[config.mk]
export PLATFORM = sky130hd
export DESIGN_NAME = efw_link_pair
export DESIGN_NICKNAME = d
export VERILOG_FILES = /design/src/rtl/efw_pkg.sv /design/src/rtl/efw_fib_add.sv /design/src/rtl/efw_encoder.sv /design/src/rtl/efw_decoder.sv /design/src/rtl/efw_link_pair.sv
export SDC_FILE = /design/constraint.sdc
export NUM_CORES = 1
export LEC_CHECK = 0
export ABC_AREA = 1
export CAP_MARGIN = 20
export CORE_AREA = 5 5 127 129
export DETAILED_ROUTE_END_ITERATION = 8
export DIE_AREA = 0 0 132 134
export DONT_BUFFER_PORTS = 1
export GPL_TIMING_DRIVEN = 0
export SLEW_MARGIN = 20
export SYNTH_ARGS = -nofsm -noshare
export SYNTH_HDL_FRONTEND = slang
export SYNTH_SLANG_ARGS = --single-unit
[constraint.sdc]
create_clock -name clk -period 3.6 [get_ports clk]
set_clock_uncertainty 0.05 [all_clocks]
set_input_delay 0.72 -clock clk [delete_from_list [all_inputs] [get_ports clk]]
set_output_delay 0.72 -clock clk [all_outputs]
set_load 0.1 [all_outputs]
[src/rtl/efw_pkg.sv]
package efw_pkg;
    localparam int unsigned EFW_WORD_W = 16;
    localparam logic [EFW_WORD_W-1:0] EFW_SEED = 16'h1D35;
endpackage

[src/rtl/efw_fib_add.sv]
module efw_fib_add #(
    parameter int unsigned W = 16
) (
    input  logic [W-1:0] lead_i,
    input  logic [W-1:0] lag_i,
    input  logic         cin_i,
    output logic [W-1:0] sum_o,
    output logic         cout_o
);
    logic [W:0] full;
    always_comb begin
        full   = {1'b0, lead_i} + {1'b0, lag_i} + {{W{1'b0}}, cin_i};
        sum_o  = full[W-1:0];
        cout_o = full[W];
    end
endmodule

[src/rtl/efw_encoder.sv]
module efw_encoder #(
    parameter int unsigned W = 16,
    parameter logic [W-1:0] SEED = 16'h1D35
) (
    input  logic         clk,
    input  logic         rst,
    input  logic         in_valid,
    output logic         in_ready,
    input  logic [W-1:0] in_msg,
    input  logic         link_ready,
    output logic [W-1:0] out_word,
    output logic         out_c,
    output logic         out_d,
    output logic         out_valid
);
    typedef struct packed {
        logic [W-1:0] x;
        logic [W-1:0] y;
        logic         c;
        logic         d;
        logic         v;
    } enc_st_t;

    enc_st_t st_d, st_q;
    logic [W-1:0] fib_sum;
    logic         fib_carry;
    logic [W:0]   msg_sum;
    logic         accept;

    efw_fib_add #(.W(W)) u_fib (
        .lead_i (st_q.x),
        .lag_i  (st_q.y),
        .cin_i  (st_q.c),
        .sum_o  (fib_sum),
        .cout_o (fib_carry)
    );

    always_comb begin
        in_ready = link_ready;
        accept   = in_valid && link_ready;
        msg_sum  = {1'b0, fib_sum} + {1'b0, in_msg};
        st_d     = st_q;
        st_d.v   = 1'b0;
        if (accept) begin
            st_d.x = msg_sum[W-1:0];
            st_d.y = st_q.x;
            st_d.c = fib_carry;
            st_d.d = msg_sum[W];
            st_d.v = 1'b1;
        end
    end

    always_ff @(posedge clk) begin
        if (rst) begin
            st_q.x <= SEED;
            st_q.y <= SEED;
            st_q.c <= 1'b0;
            st_q.d <= 1'b0;
            st_q.v <= 1'b0;
        end else begin
            st_q <= st_d;
        end
    end

    assign out_word  = st_q.x;
    assign out_c     = st_q.c;
    assign out_d     = st_q.d;
    assign out_valid = st_q.v;

    a_r3_hold_state: assert property (@(posedge clk) disable iff (rst)
        !(in_valid && link_ready) |=> ($stable(st_q.x) && $stable(st_q.y) && $stable(st_q.c) && !st_q.v));
    a_r2_shift_lag: assert property (@(posedge clk) disable iff (rst)
        (in_valid && link_ready) |=> (st_q.y == $past(st_q.x) && st_q.v));
endmodule

[src/rtl/efw_decoder.sv]
module efw_decoder #(
    parameter int unsigned W = 16,
    parameter logic [W-1:0] SEED = 16'h1D35
) (
    input  logic         clk,
    input  logic         rst,
    input  logic         in_valid,
    input  logic [W-1:0] in_word,
    input  logic         in_c,
    input  logic         in_d,
    output logic [W-1:0] msg_out,
    output logic         msg_valid,
    output logic         data_mis,
    output logic         carry_mis
);
    typedef struct packed {
        logic [W-1:0] x;
        logic [W-1:0] y;
        logic         c;
        logic         d;
        logic [W-1:0] msg;
        logic         mv;
        logic         dm;
        logic         cm;
    } dec_st_t;

    dec_st_t st_d, st_q;
    logic [W-1:0] pred;
    logic         pred_carry;
    logic         borrow;

    efw_fib_add #(.W(W)) u_fib (
        .lead_i (st_q.x),
        .lag_i  (st_q.y),
        .cin_i  (st_q.c),
        .sum_o  (pred),
        .cout_o (pred_carry)
    );

    always_comb begin
        borrow  = (in_word < pred);
        st_d    = st_q;
        st_d.mv = 1'b0;
        if (in_valid) begin
            st_d.x   = in_word;
            st_d.y   = st_q.x;
            st_d.c   = pred_carry;
            st_d.d   = borrow;
            st_d.msg = in_word - pred;
            st_d.mv  = 1'b1;
            st_d.dm  = (borrow != in_d);
            st_d.cm  = st_q.cm | (pred_carry != in_c);
        end
    end

    always_ff @(posedge clk) begin
        if (rst) begin
            st_q.x   <= SEED;
            st_q.y   <= SEED;
            st_q.c   <= 1'b0;
            st_q.d   <= 1'b0;
            st_q.msg <= '0;
            st_q.mv  <= 1'b0;
            st_q.dm  <= 1'b0;
            st_q.cm  <= 1'b0;
        end else begin
            st_q <= st_d;
        end
    end

    assign msg_out   = st_q.msg;
    assign msg_valid = st_q.mv;
    assign data_mis  = st_q.dm;
    assign carry_mis = st_q.cm;

    a_r7_sticky_alarm: assert property (@(posedge clk) disable iff (rst)
        st_q.cm |=> st_q.cm);
    a_r8_shift_lag: assert property (@(posedge clk) disable iff (rst)
        in_valid |=> (st_q.y == $past(st_q.x) && st_q.x == $past(in_word)));
    a_r8_hold_state: assert property (@(posedge clk) disable iff (rst)
        !in_valid |=> ($stable(st_q.x) && $stable(st_q.y) && $stable(st_q.c)));
    a_r5_valid_pulse: assert property (@(posedge clk) disable iff (rst)
        in_valid |=> msg_valid);
endmodule

[src/rtl/efw_link_pair.sv]
module efw_link_pair #(
    parameter int unsigned W = efw_pkg::EFW_WORD_W,
    parameter logic [W-1:0] SEED = efw_pkg::EFW_SEED
) (
    input  logic         clk,
    input  logic         rst,
    input  logic         tx_valid,
    output logic         tx_ready,
    input  logic [W-1:0] tx_msg,
    input  logic         link_ready,
    output logic [W-1:0] link_tx_word,
    output logic         link_tx_c,
    output logic         link_tx_d,
    output logic         link_tx_valid,
    input  logic [W-1:0] link_rx_word,
    input  logic         link_rx_c,
    input  logic         link_rx_d,
    input  logic         link_rx_valid,
    output logic [W-1:0] rx_msg,
    output logic         rx_valid,
    output logic         rx_data_mismatch,
    output logic         rx_carry_mismatch
);
    efw_encoder #(.W(W), .SEED(SEED)) u_enc (
        .clk        (clk),
        .rst        (rst),
        .in_valid   (tx_valid),
        .in_ready   (tx_ready),
        .in_msg     (tx_msg),
        .link_ready (link_ready),
        .out_word   (link_tx_word),
        .out_c      (link_tx_c),
        .out_d      (link_tx_d),
        .out_valid  (link_tx_valid)
    );

    efw_decoder #(.W(W), .SEED(SEED)) u_dec (
        .clk       (clk),
        .rst       (rst),
        .in_valid  (link_rx_valid),
        .in_word   (link_rx_word),
        .in_c      (link_rx_c),
        .in_d      (link_rx_d),
        .msg_out   (rx_msg),
        .msg_valid (rx_valid),
        .data_mis  (rx_data_mismatch),
        .carry_mis (rx_carry_mismatch)
    );

    a_r4_ready_follows: assert property (@(posedge clk) disable iff (rst)
        tx_ready == link_ready);
endmodule

==> flow_summary_export.csv <==
group,metric,value,unit
global_routing,first_global_vias,5790,
cells_and_area,fillCellCount,1569,
floorplan,fp.dieW,132,µm
setup_path,worstRegToRegCells,17,
cells_and_area,nets,1111,
clocking,htree_levels,3,
floorplan,die_h,134,µm
place,gp_congestion,0.8772,
yosys,synth-seq-cells,87,
clocking,cts_tree,"built",
yosys,synth_enable_flop_cells,0,
yosys,yosysWarnings,0,
global_routing,gr-total-overflow,0,
global_routing,grt_pass1_wl,29370,µm
power_and_ir_drop,leakage,3.645,nW
global_routing,antenna_found_initial,0,
setup_path,crit_path_start_kind,"register",
sta,max_freq,296.9,MHz
clocking,numCtsBuffers,9,
clocking,clock_sinks,87,
power_and_ir_drop,vdd_drop_max,0.2370,mV
cells_and_area,final_area,7126,µm²
sta,slew_violations,0,
sta,tns,0,ns
flow_run,cap_violations,0,
setup_path,crit_fanout,5,
sta,slew_headroom,35.19,%
yosys,synth_cell_types,35,
floorplan,dieArea,17690,µm²
yosys,syn_area,6545,µm²
yosys,avgSynthCellArea,6.598,µm²
detailed_routing,drtPass1Iterations,5,
clocking,clock_path_buffers,2,
floorplan,io_pins,78,
yosys,synth_fp_nets,1099,
cells_and_area,drive_gt1_share,7.929,%
setup_path,critPathRequiredTime,3.80,ns
clocking,clkTransAtPathRegs,0.06,ns
floorplan,rows,45,
clocking,clockRootBuffer,"clkbuf_16",
yosys,synth_async_sr_flop_share,0,%
global_routing,grt_usage,20.65,%
floorplan,initial_core_util,43.87,%
place,placed_cells,1180,
yosys,synth_flop_cell,"dfxtp_1",
yosys,synth_top_cell_by_area,"dfxtp_1",
sta,worst_pin_slew,0.9709,ns
cells_and_area,stdcell_count,1197,
hold_path,hold_path.class,"reg -> reg",
detailed_routing,postRouteAntennaNets,0,
sta,hold_viol,0,
hold_path,holdPathStages,2,
floorplan,core,14920,µm²
power_and_ir_drop,power_density,582.9,nW/µm²
sta,post-route-period-util,93.56,%
global_routing,grt_max_degree,16,
detailed_routing,wl,17970,µm
sta,fin_crit,3.368,ns
yosys,synth_most_common_cell,"nand2_1",
setup_path,critical_path_class,"reg -> reg",
place,hpwl,14470,µm
setup_path,cp.arrival,3.56,ns
clocking,clock_latency,0.35,ns
detailed_routing,drt_iter0_drc,335,
place,postPlaceCellArea,6780,µm²
detailed_routing,routedWlPerCell,15.01,µm
cells_and_area,syn_to_final_growth,8.870,%
yosys,synth_top_area_share,26.61,%
yosys,ys_seq_area_share,26.61,%
detailed_routing,via_count,6025,
yosys,synthCells,992,
yosys,synthTopCellsByCount,"253 x nand2_1, 114 x nor2_1, 109 x inv_1, 87 x dfxtp_1, 82 x a21oi_1",
yosys,ys_top_cells_by_area,"dfxtp_1 27%, nand2_1 15%, ha_1 12%",
clocking,hold_buffers,0,
setup_path,end_kind,"register",
sta,rsz0062_at_grt,"false",
power_and_ir_drop,p_total,4.154,mW
run_status,status,"completed",
sta,setup_viol,0,
detailed_routing,drc,0,
cells_and_area,diodes,0,
detailed_routing,viasPerCell,5.033,
place,numPortBuffers,0,
worst paths after layout:
path	from	endpoint	slack (ns)
worst max-delay path	u_enc.out_c	u_enc.out_word[15]	0.23
worst min-delay path	u_dec.st_q[29]	u_dec.st_q[29]	0.43
worst max register to register	u_enc.out_c	u_enc.out_word[15]	0.23
worst min register to register	u_dec.st_q[29]	u_dec.st_q[29]	0.43
cells by family after synthesis:
| family | after synthesis | share of synthesized area [%] |
|---|---|---|
| DFF | 87 | 26.61 |
| adders and majority gates | 68 | 13.69 |
| and+or+nand+nor | 470 | 29.98 |
| xor gates and xnor gates | 33 | 4.416 |
| AOI/OAI and AO/OA | 166 | 13.55 |
| buffers and inverters | 168 | 11.76 |
routing by layer:
metal | vias up | share of wire, % | routed length, µm | global-route usage (%)
li1 | 3208 | - | - | -
met1 | 2697 | 43 | 7761 | 24.03
met2 | 105 | 50 | 8946 | 37.65
met3 | 15 | 5.3 | 959 | 4.689
met4 | 0 | 1.7 | 304 | 6.286
met5 | - | 0 | 0 | 0
sequential cells by signal, summed over array words and instances, names as in the netlist:
name             flops
u_dec.carry_mis      1
u_dec.data_mis       1
u_dec.msg_out       16
u_dec.msg_valid      1
u_dec.st_q          33
u_enc.out_c          1
u_enc.out_d          1
u_enc.out_valid      1
u_enc.out_word      16
u_enc.st_q          16
metrics by stage:
step                hold slack [ns]  utilization [%]  worst slack (ns)
finish                       0.4300            47.76            0.2320
global route                 0.4471            47.76           0.05400
CTS                          0.4292            47.62            0.1611
detailed placement           0.4133            45.44           -0.4580
global placement             0.4047            45.44           -0.4892
floorplan                    0.3854                -            0.1087
power by group:
group / switching [mW] / internal (mW) / total [mW] / leakage, nW
Clock: 0.415 / 0.612 / 1.03 / 0.149
Combinational: 1.34 / 0.621 / 1.97 / 2.77
Sequential: 0.104 / 1.06 / 1.16 / 0.722
Total: 1.86 / 2.29 / 4.15 / 3.65
timing repair:
action | CTS | global route
buffers inserted | 0 | 1
setup endpoints to repair | 11 | 3
pin swaps | 0 | 2
resized for setup | 2 | 3
area by class of cell:
cell class              count  area (µm²)  area share (%)
inverters                 110       412.9           5.795
clock buffers              10       229.0           3.213
well taps                 188       235.2           3.301
multi-input cells         737        4046           56.79
repair buffers              1       7.507          0.1054
flip-flops and latches     87        1745           24.50
plain buffers              58       356.6           5.004
clock inverters             6       92.59           1.299
worst max-delay path, cell delays in order (launching register included):
cell and delay [ns]:
dfxtp_4 0.57, fa_2 0.29, inv_1 0.05, fa_1 0.42
o21ai_4 0.21, nand2_1 0.07, nand2_1 0.14, a21oi_1 0.10
xnor2_1 0.20, ha_1 0.32, a21oi_1 0.22, nand2_1 0.12
a21oi_1 0.18, nand2_1 0.07, nand2_1 0.05, nand3_1 0.09
nand2_1 0.08, inv_1 0.03
placed cells by master, fill, tap and decap left out, drive strengths merged, types with 3 or more instances in the layout:
master    n
nand2   260
nor2    114
inv     110
dfxtp    87
a21oi    87
nand3    78
o21ai    63
ha       62
buf      48
clkbuf   21
xor2     19
xnor2    14
fa        6
nand3b    5
nand4     5
a31oi     5
o21bai    4
nor3      3
or2       3
Note: power is estimated with default switching activity, not from simulation.
